File: src/rtl/lcdr_pkg.sv
package lcdr_pkg;

    localparam int WORD_W  = 32;
    localparam int WADDR_W = 10;
    localparam int ID_LEN  = 8;
    localparam logic [WADDR_W-1:0] ID_WORD0 = 10'h3F8;

    typedef enum logic [3:0] {
        SEL_TIM,
        SEL_UPB,
        SEL_LPB,
        SEL_MASK,
        SEL_CTRL,
        SEL_RIS,
        SEL_MIS,
        SEL_ICR,
        SEL_UPCUR,
        SEL_LPCUR,
        SEL_ID,
        SEL_NONE
    } reg_sel_e;

endpackage

File: src/rtl/lcdr_decode.sv
module lcdr_decode
    import lcdr_pkg::*;
#(
    parameter bit SWAP_MASK_CTRL = 1'b0
) (
    input  logic [WADDR_W-1:0] waddr,
    output reg_sel_e           sel,
    output logic [1:0]         tim_idx,
    output logic [2:0]         id_idx,
    output logic               rd_ok,
    output logic               wr_ok
);

    reg_sel_e slot6;
    reg_sel_e slot7;

    generate
        if (SWAP_MASK_CTRL) begin : g_swapped
            assign slot6 = SEL_CTRL;
            assign slot7 = SEL_MASK;
        end else begin : g_plain
            assign slot6 = SEL_MASK;
            assign slot7 = SEL_CTRL;
        end
    endgenerate

    always_comb begin
        case (waddr)
            10'd0, 10'd1, 10'd2, 10'd3: sel = SEL_TIM;
            10'd4:  sel = SEL_UPB;
            10'd5:  sel = SEL_LPB;
            10'd6:  sel = slot6;
            10'd7:  sel = slot7;
            10'd8:  sel = SEL_RIS;
            10'd9:  sel = SEL_MIS;
            10'd10: sel = SEL_ICR;
            10'd11: sel = SEL_UPCUR;
            10'd12: sel = SEL_LPCUR;
            default: sel = (waddr >= ID_WORD0) ? SEL_ID : SEL_NONE;
        endcase
    end

    assign tim_idx = waddr[1:0];
    assign id_idx  = waddr[2:0];

    always_comb begin
        rd_ok = (sel != SEL_NONE) && (sel != SEL_ICR);
        case (sel)
            SEL_TIM, SEL_UPB, SEL_LPB, SEL_MASK, SEL_CTRL, SEL_ICR: wr_ok = 1'b1;
            default: wr_ok = 1'b0;
        endcase
    end

endmodule

File: src/rtl/lcdr_geom.sv
module lcdr_geom #(
    parameter int PPL_W = 6,
    parameter int LPP_W = 10,
    parameter int GEO_W = 11
) (
    input  logic [PPL_W-1:0] ppl_code,
    input  logic [LPP_W-1:0] lpp_code,
    output logic [GEO_W-1:0] width_px,
    output logic [GEO_W-1:0] height_ln
);

    localparam int PX_PER_UNIT_LOG2 = 4;

    logic [GEO_W-1:0] units;

    always_comb begin
        units     = GEO_W'(ppl_code) + GEO_W'(1);
        width_px  = units << PX_PER_UNIT_LOG2;
        height_ln = GEO_W'(lpp_code) + GEO_W'(1);
    end

endmodule

File: src/rtl/lcdr_idrom.sv
module lcdr_idrom
    import lcdr_pkg::*;
#(
    parameter bit          SWAP_MASK_CTRL = 1'b0,
    parameter logic [63:0] TABLE_BASE     = 64'hB105_F00D_0004_1110,
    parameter logic [63:0] TABLE_ALT      = 64'hB105_F00D_0024_1111
) (
    input  logic [$clog2(ID_LEN)-1:0] idx,
    output logic [7:0]                id_byte
);

    logic [63:0] table_sel;

    generate
        if (SWAP_MASK_CTRL) begin : g_alt
            assign table_sel = TABLE_ALT;
        end else begin : g_base
            assign table_sel = TABLE_BASE;
        end
    endgenerate

    assign id_byte = table_sel[idx*8 +: 8];

endmodule

File: src/rtl/lcd_regif.sv
module lcd_regif
    import lcdr_pkg::*;
#(
    parameter int          NIRQ           = 5,
    parameter int          CTRL_W         = 16,
    parameter bit          SWAP_MASK_CTRL = 1'b0,
    parameter logic [63:0] ID_TABLE_BASE  = 64'hB105_F00D_0004_1110,
    parameter logic [63:0] ID_TABLE_ALT   = 64'hB105_F00D_0024_1111
) (
    input  logic               clk,
    input  logic               rst_n,
    input  logic               bus_sel,
    input  logic               bus_we,
    input  logic [9:0]         bus_waddr,
    input  logic [31:0]        bus_wdata,
    input  logic [NIRQ-1:0]    irq_event,
    output logic [31:0]        bus_rdata,
    output logic               bus_err,
    output logic               irq_out,
    output logic               disp_invalidate,
    output logic               disp_enable,
    output logic [2:0]         pix_depth,
    output logic [10:0]        panel_width,
    output logic [10:0]        panel_height
);

    localparam int GEO_W    = 11;
    localparam int EN_BIT   = 0;
    localparam int PWR_BIT  = 11;
    localparam int DEPTH_LO = 1;
    localparam int N_TIM    = 4;

    typedef struct packed {
        logic [N_TIM-1:0][WORD_W-1:0] timing;
        logic [WORD_W-1:0]            upbase;
        logic [WORD_W-1:0]            lpbase;
        logic [NIRQ-1:0]              mask;
        logic [NIRQ-1:0]              status;
        logic [CTRL_W-1:0]            ctrl;
        logic [WORD_W-1:0]            rdata;
        logic                         err;
        logic                         inval;
    } state_t;

    state_t q, d;

    reg_sel_e    sel;
    logic [1:0]  tim_idx;
    logic [2:0]  id_idx;
    logic        rd_ok;
    logic        wr_ok;
    logic [7:0]  id_byte;
    logic [NIRQ-1:0]   clr_bits;
    logic [WORD_W-1:0] rd_mux;

    lcdr_decode #(
        .SWAP_MASK_CTRL(SWAP_MASK_CTRL)
    ) u_decode (
        .waddr  (bus_waddr),
        .sel    (sel),
        .tim_idx(tim_idx),
        .id_idx (id_idx),
        .rd_ok  (rd_ok),
        .wr_ok  (wr_ok)
    );

    lcdr_idrom #(
        .SWAP_MASK_CTRL(SWAP_MASK_CTRL),
        .TABLE_BASE    (ID_TABLE_BASE),
        .TABLE_ALT     (ID_TABLE_ALT)
    ) u_idrom (
        .idx    (id_idx),
        .id_byte(id_byte)
    );

    lcdr_geom #(
        .PPL_W(6),
        .LPP_W(10),
        .GEO_W(GEO_W)
    ) u_geom (
        .ppl_code (q.timing[0][7:2]),
        .lpp_code (q.timing[1][9:0]),
        .width_px (panel_width),
        .height_ln(panel_height)
    );

    // read multiplexer
    always_comb begin
        case (sel)
            SEL_TIM:   rd_mux = q.timing[tim_idx];
            SEL_UPB:   rd_mux = q.upbase;
            SEL_LPB:   rd_mux = q.lpbase;
            SEL_MASK:  rd_mux = WORD_W'(q.mask);
            SEL_CTRL:  rd_mux = WORD_W'(q.ctrl);
            SEL_RIS:   rd_mux = WORD_W'(q.status);
            SEL_MIS:   rd_mux = WORD_W'(q.status & q.mask);
            SEL_UPCUR: rd_mux = q.upbase;
            SEL_LPCUR: rd_mux = q.lpbase;
            SEL_ID:    rd_mux = WORD_W'(id_byte);
            default:   rd_mux = '0;
        endcase
    end

    // next-state computation
    always_comb begin
        d       = q;
        d.rdata = '0;
        d.err   = 1'b0;
        d.inval = 1'b0;

        clr_bits = '0;
        if (bus_sel && bus_we && sel == SEL_ICR) begin
            clr_bits = bus_wdata[NIRQ-1:0];
        end
        d.status = (q.status & ~clr_bits) | irq_event;

        if (bus_sel) begin
            if (bus_we) begin
                d.inval = 1'b1;
                if (!wr_ok) begin
                    d.err = 1'b1;
                end else begin
                    case (sel)
                        SEL_TIM:  d.timing[tim_idx] = bus_wdata;
                        SEL_UPB:  d.upbase          = bus_wdata;
                        SEL_LPB:  d.lpbase          = bus_wdata;
                        SEL_MASK: d.mask            = bus_wdata[NIRQ-1:0];
                        SEL_CTRL: d.ctrl            = bus_wdata[CTRL_W-1:0];
                        default:  ;
                    endcase
                end
            end else begin
                if (!rd_ok) begin
                    d.err = 1'b1;
                end else begin
                    d.rdata = rd_mux;
                end
            end
        end
    end

    always_ff @(posedge clk) begin
        if (!rst_n) begin
            q <= '0;
        end else begin
            q <= d;
        end
    end

    assign bus_rdata       = q.rdata;
    assign bus_err         = q.err;
    assign disp_invalidate = q.inval;
    assign irq_out         = |(q.status & q.mask);
    assign disp_enable     = q.ctrl[EN_BIT] & q.ctrl[PWR_BIT];
    assign pix_depth       = q.ctrl[DEPTH_LO +: 3];

    // ---------------- assertions ----------------
    AST_INVAL_AFTER_WRITE: assert property (@(posedge clk) disable iff (!rst_n)
        (bus_sel && bus_we) |=> disp_invalidate);

    AST_NO_INVAL_IDLE: assert property (@(posedge clk) disable iff (!rst_n)
        !(bus_sel && bus_we) |=> !disp_invalidate);

    AST_BAD_WRITE_KEEPS: assert property (@(posedge clk) disable iff (!rst_n)
        (bus_sel && bus_we && !wr_ok) |=>
            ($stable(q.timing) && $stable(q.upbase) && $stable(q.lpbase)
             && $stable(q.mask) && $stable(q.ctrl)));

    AST_ERR_ZERO_DATA: assert property (@(posedge clk) disable iff (!rst_n)
        bus_err |-> (bus_rdata == '0));

    AST_EVENT_LATCH: assert property (@(posedge clk) disable iff (!rst_n)
        (|irq_event) |=> ((q.status & $past(irq_event)) == $past(irq_event)));

    AST_CLEAR_ALL: assert property (@(posedge clk) disable iff (!rst_n)
        (bus_sel && bus_we && sel == SEL_ICR && (&bus_wdata[NIRQ-1:0])
         && irq_event == '0) |=> (q.status == '0));

    AST_IDLE_NO_DATA: assert property (@(posedge clk) disable iff (!rst_n)
        !bus_sel |=> (bus_rdata == '0 && !bus_err));

    AST_HEIGHT_NONZERO: assert property (@(posedge clk) disable iff (!rst_n)
        panel_height != '0);

endmodule

File: config.mk
export PLATFORM = sky130hd
export DESIGN_NAME = lcd_regif
export DESIGN_NICKNAME = d
export VERILOG_FILES = /design/src/rtl/lcdr_pkg.sv /design/src/rtl/lcdr_decode.sv /design/src/rtl/lcdr_geom.sv /design/src/rtl/lcdr_idrom.sv /design/src/rtl/lcd_regif.sv
export SDC_FILE = /design/constraint.sdc
export NUM_CORES = 1
export LEC_CHECK = 0
export ABC_AREA = 1
export BUFFER_PORTS_ARGS = -buffer_cell sky130_fd_sc_hd__buf_2
export CORE_UTILIZATION = 40
export CTS_CLUSTER_SIZE = 24
export DETAILED_ROUTE_END_ITERATION = 7
export PLACE_DENSITY = 0.56
export SYNTH_ARGS = -nofsm -noshare
export SYNTH_HDL_FRONTEND = slang
export SYNTH_SLANG_ARGS = --single-unit
File: constraint.sdc
create_clock -name clk -period 3.4 [get_ports clk]
set_input_delay 0.68 -clock clk [delete_from_list [all_inputs] [get_ports clk]]
set_output_delay 0.68 -clock clk [all_outputs]
set_load 0.01 [all_outputs]
# Word level (Yosys, flattened, before mapping)
# Cells that the tools add are included.
[word_totals] regBits=252 elab_cells=83
[op_classes] addsub=2 order_cmp=3 eq_ne=24 shifts=1 n_mux=14 bitwise_logic=9 reduce_logical=18
[op_table] cell="$pmux 32 s8" n=1
[op_table] cell="$bwmux 128" n=1
[op_table] cell="$bmux 32 s2" n=1
[op_table] cell="$demux 32 s2" n=1
[op_table] cell="$mux 32" n=2
[op_table] cell="$shiftx 64x7->8 const A" n=1
[op_table] cell="$eq 10x4->1 const B" n=5
[op_table] cell="$eq 10x3->1 const B" n=4
[op_table] cell="$pmux 4 s10" n=1
[op_table] cell="$eq 10x2->1 const B" n=2
[op_table] cell="$reduce_and 4->1" n=5
[op_table] cell="$eq 4x3->1 const B" n=4
[op_table] cell="$and 5x5->5" n=3
[op_table] cell="$eq 4x4->1 const B" n=3
[op_table] cell="$add 10x1->11 const B" n=1
[op_table] cell="$eq 10x1->1 const B" n=1
[op_table] cell="$ge 10x10->1 const B" n=1
[op_table] cell="$logic_not 10->1" n=1
[op_table] cell="$eq 4x2->1 const B" n=2
[op_table] cell="$reduce_or 4->1" n=2
[op_table] cell="$add 6x1->7 const B" n=1
[op_table] cell="$mux 1" n=6
[op_table] cell="$reduce_or 6->1" n=1
[op_table] cell="$mux 5" n=1
[op_table] cell="other kinds (14)" n=20

# Logic depth before layout (Yosys ltp)
[depth] word_depth=9 ltp_mapped=12

# Modules after synthesis
# Synthesis repeated with hierarchy kept, for this count alone.
[unflattened] cells_unflattened=1703 hier_area_um2=11419.7
[modules_own_cells] mod="lcd_regif" n_inst=1 cells_each=1557 area_each_um2=10659.0
[modules_own_cells] mod="lcdr_decode" n_inst=1 cells_each=73 area_each_um2=351.6
[modules_own_cells] mod="lcdr_geom" n_inst=1 cells_each=58 area_each_um2=340.3
[modules_own_cells] mod="lcdr_idrom" n_inst=1 cells_each=15 area_each_um2=68.8

# Worst setup path after synthesis
# Ideal clock, no wire load.
[synth_timing] path_type="reg2out" from="register q[156] in the netlist's numbering" to="output panel_height[9]" arrival_ps=1348 required_time_ps=2720 setup_slack_ps=1372 path_stages_with_launch=6 path_cell_list="dfxtp_1 -> inv_1 -> nor4_1 -> nand3_1 -> nor2_1 -> xor2_1"
[synth_between] elab_chain_len=1
[synth_rtl] element="start, declared" line_no="lcd_regif.sv:45" text="state_t q, d;"
[synth_rtl] element="start signal, assigned" line_no="lcd_regif.sv:144" text="q <= '0;"
[synth_rtl] element="start signal, assigned" line_no="lcd_regif.sv:146" text="q <= d;"
[synth_rtl] element="$add 10x1->11" line_no="lcdr_geom.sv:19" text="height_ln = GEO_W'(lpp_code) + GEO_W'(1);"
[synth_rtl] element="end, declared" line_no="lcd_regif.sv:24" text="output logic [10:0] panel_height"
# No other way between the ends.

# Final worst setup path
[layout_timing] from="register q[158] in the netlist's numbering" to="output panel_height[9]"
# The elaborated chain is that of the path after synthesis.

==> run_results.csv <==
group,metric,value,unit
detailed_routing,route.detailed.vias_per_inst,5.17,
timing,setup_repair_after_global_routing_missed_its_margin,"false",
power_and_ir_drop,p_total,6.48,mW
synth,largest_cells_by_area_after_synthesis,"sky130_fd_sc_hd__dfxtp_1 (46%), sky130_fd_sc_hd__a21oi_1 (10%), sky130_fd_sc_hd__o21ai_0 (9.2%), sky130_fd_sc_hd__nand2_1 (7.6%), sky130_fd_sc_hd__inv_1 (5.4%)",
worst_setup_path,critPathLaunchType,"flop",
synth,yosys.area.top_type,"sky130_fd_sc_hd__dfxtp_1",
detailed_routing,route.vias.total,9866,
floorplanning,die_area,0.0282,sq mm
power_and_ir_drop,ir_drop,0.335,mV
worst_setup_path,timing.critical_path.fanout_max,4,
detailed_routing,highest_signal_layer_in_the_routed_design,"met4",
cells_and_area,antenna_cells,0,
floorplanning,initial_core_util,0.408,
synth,synth_seq_cells,252,
synth,yosysWarnings,0,
synth,synth_area,0.0110,sq mm
detailed_routing,drtIter0Drc,940,
synth,synth_edf_count,0,
global_routing,pin_count_of_the_biggest_net_entering_global_routing,121,
synth,async_flop_share,0,
floorplanning,floorplan.die.height,168,microns
worst_setup_path,worstPathRequired,2720,ps
synth,synth.yosys.seq_area_share,0.458,
timing,timing.clock.skew,22.4,ps
synth,synthCells,1520,
worst_setup_path,r2r-end,"bus_rdata[29]",
worst_setup_path,critical_path.cell_chain,"inv_1 -> nor4_1 -> nand3_1 -> nor2_1 -> xor2_1 -> buf_2",
cts,clock-sinks,252,
timing,timing.final.crit_share,0.879,
detailed_routing,wl,32500,microns
floorplanning,pin_count,112,
detailed_routing,drc,0,
cts,ctsResizeCount,0,
synth,synth_cell_type_count,33,
timing,max_clock_freq,0.335,GHz
synth,synth_ff_type,"sky130_fd_sc_hd__dfxtp_1",
global_routing,groute.usage.overall,0.228,
outcome,status,"complete, no violations",
cts,clock_path_buffers,3,
global_routing,grt_antenna_before_repair,0,
floorplanning,core_area,0.0270,sq mm
timing,worst_slew_margin_rel,0.495,
cts,h-tree-depth,1,
timing,fin_ws,413,ps
worst_setup_path,critical_path.slowest_cell,"sky130_fd_sc_hd__nor4_1",
place,placer_s_final_routability_congestion_estimate,0.895,
cts,path_clk_slew,60,ps
power_and_ir_drop,p_leak,4.52,nW
cts,post_cts_buffers,0,
worst_setup_path,timing.critical_path.to_type,"output port",
cells_and_area,fin_nets,1599,
place,dp_worst_setup_slack,640,ps
cells_and_area,multiInputGateArea,0.00460,sq mm
cells_and_area,finalCoreUtilization,0.462,
global_routing,grt_pass1_vias,8854,
timing,finalSetupViolations,0,
cts,cts_hold_buf,0,
detailed_routing,routedWlPerCell,17.0,microns
synth,netlist_top_cells_count,"sky130_fd_sc_hd__dfxtp_1 (252), sky130_fd_sc_hd__nand2_1 (224), sky130_fd_sc_hd__a21oi_1 (222)",
timing,timing_max_transition_violations_final,0,
worst_setup_path,timing.critical_path.slowest_cell_delay,510,ps
job,max_capacitance_violation_count,0,
worst_setup_path,worst_r2r_startpoint,"q[249]",
cts,cts_tree,"yes",
cells_and_area,area.sequential,0.00504,sq mm
floorplanning,site_rows,60,
synth,most_common_cell_in_the_synthesized_netlist,"sky130_fd_sc_hd__dfxtp_1",
cts,worstSkewPairLatency,550,ps
timing,final_hold_viol_count,0,
detailed_routing,drtPass1Iterations,5,
floorplanning,die_w,168,microns
hold_path,worst_hold_path_class,"input pin to flop",
cells_and_area,area_growth,13.2,%
cts,cts-buffers-inserted,28,
timing,finalCriticalPeriod,2990,ps
worst_setup_path,critical_path_start_end_classification,"flop to output port",
power_and_ir_drop,power_density_of_the_placed_cells,519,mW/mm^2
cts,cts_root_buf,"sky130_fd_sc_hd__clkbuf_16",
synth,synthesis.area_per_instance,7.25,sq um
worst_setup_path,critical_path_arrival,2310,ps
worst_setup_path,cell_count_of_the_worst_reg_to_reg_path,6,
hold_path,worst_hold_path.num_cells,3,
detailed_routing,route.antenna.remaining_nets,0,
timing,worstMarginPinSlew,755,ps
worst_setup_path,reg2reg_slack,1990,ps
timing,setup_total_negative_slack,0,ps
cells_and_area,post_route_cells_drive_above_1_share,0.133,
place,detailedPlacementHpwl,21300,microns
detailed_routing,wl_met2,13500,microns
timing,fin_worst_hold_slack,355,ps
place,buffer_ports.inserted,107,
global_routing,grt_pass1_wl,51100,microns
detailed_routing,wl_met1,16700,microns
hold_path,worst_hold_path.endpoint,"q[53]",
global_routing,globalRoute.totalOverflow,0,
synth,share_of_the_synthesized_area_in_the_top_cell_type,0.458,
cells_and_area,fillerInstances,2760,
detailed_routing,sum_of_met3_wire_segment_lengths_after_detailed_routing,1820,microns
hold_path,timing.hold.worst.start,"irq_event[3]",
[stage by stage]
step / cell area [sq um] / instances
global route: 12500 / 1908
CTS: 12500 / 1908
finish: 12500 / 1908
global placement: 11500 / 1857
floorplan: 11000 / 1523
detailed placement: 11500 / 1857
[kinds of logic (layout without fill, tap and decap cells)]
| group | count (synthesis) | after routing | share of synthesized area |
|---|---|---|---|
| DFF | 252 | 252 | 0.458 |
| other | 1 | 4 | 0.000340 |
| buffers and inverters | 308 | 352 | 0.127 |
| and+or+nand+nor | 486 | 486 | 0.190 |
| xor gates and xnor gates | 12 | 12 | 0.00954 |
| adders and majority gates | 2 | 2 | 0.00227 |
| AOI/OAI and AO/OA | 459 | 459 | 0.213 |
[worst max-delay path, delay by kind of cell, from the launching register on]
family        cells  cell delay (ps)
xor+xnor          1              150
buf+inv           2              250
simple gates      3              910
flops             1              450
[where the power goes]
part	leakage, nW	internal [mW]	switching, mW
clock network	0.492	1.98	1.26
registers	2.03	2.96	0.00554
logic	2.00	0.0650	0.206
[cell usage in the layout (no fill, tap or decap), types with 3 or more instances in the layout]
master / synthesis / layout
sky130_fd_sc_hd__dfxtp_1: 252 / 252
sky130_fd_sc_hd__nand2_1: 224 / 224
sky130_fd_sc_hd__a21oi_1: 222 / 222
sky130_fd_sc_hd__o21ai_0: 202 / 202
sky130_fd_sc_hd__inv_1: 160 / 160
sky130_fd_sc_hd__nor2_1: 114 / 113
sky130_fd_sc_hd__buf_2: 29 / 106
sky130_fd_sc_hd__nand3_1: 102 / 101
sky130_fd_sc_hd__clkbuf_16: 0 / 28
sky130_fd_sc_hd__o22ai_1: 23 / 23
sky130_fd_sc_hd__buf_4: 46 / 22
sky130_fd_sc_hd__nand4_1: 20 / 20
sky130_fd_sc_hd__xor2_1: 12 / 12
sky130_fd_sc_hd__inv_2: 8 / 8
sky130_fd_sc_hd__clkbuf_8: 0 / 8
sky130_fd_sc_hd__nand2_2: 7 / 7
sky130_fd_sc_hd__clkinv_2: 0 / 6
sky130_fd_sc_hd__nor3_1: 5 / 5
sky130_fd_sc_hd__o21ai_1: 5 / 5
sky130_fd_sc_hd__nor2_2: 3 / 4
sky130_fd_sc_hd__conb_1: 1 / 4
sky130_fd_sc_hd__bufinv_16: 0 / 4
sky130_fd_sc_hd__buf_12: 0 / 4
sky130_fd_sc_hd__nor2_4: 3 / 3
sky130_fd_sc_hd__nand3_2: 2 / 3
sky130_fd_sc_hd__nand3b_1: 3 / 3
[layout make-up]
| type | instances | area share |
|---|---|---|
| Inverter | 169 | 0.0510 |
| Clock buffer | 38 | 0.0656 |
| Sequential cell | 252 | 0.404 |
| Timing Repair Buffer | 132 | 0.0621 |
| Clock inverter | 13 | 0.0145 |
| Multi-Input combinational cell | 963 | 0.368 |
| Tap cell | 341 | 0.0342 |
[sequential cells by signal, summed over array words and instances, names as in the netlist]
register and cells:
q 215, bus_rdata 32, pix_depth 3, bus_err 1
disp_invalidate 1
[how the worst max path moves through the flow]
stage	from	to	slack, ps	cells after the start
2_1_floorplan	q[156]	panel_height[9]	1370	5
3_3_place_gp	bus_waddr[0]	pix_depth[1]	660	8
3_5_place_dp	bus_waddr[0]	q[43]	640	8
4_1_cts	q[156]	panel_height[9]	430	6
5_1_grt	q[156]	panel_height[9]	130	6
6_report	q[158]	panel_height[9]	410	6
[per-layer routing]
metal / vias up / GRT usage
met4: 0 / 0.0435
met3: 38 / 0.0284
met5: - / 0
met2: 284 / 0.333
met1: 4547 / 0.355
li1: 4997 / -
Note: power is estimated with default switching activity, not from simulation.
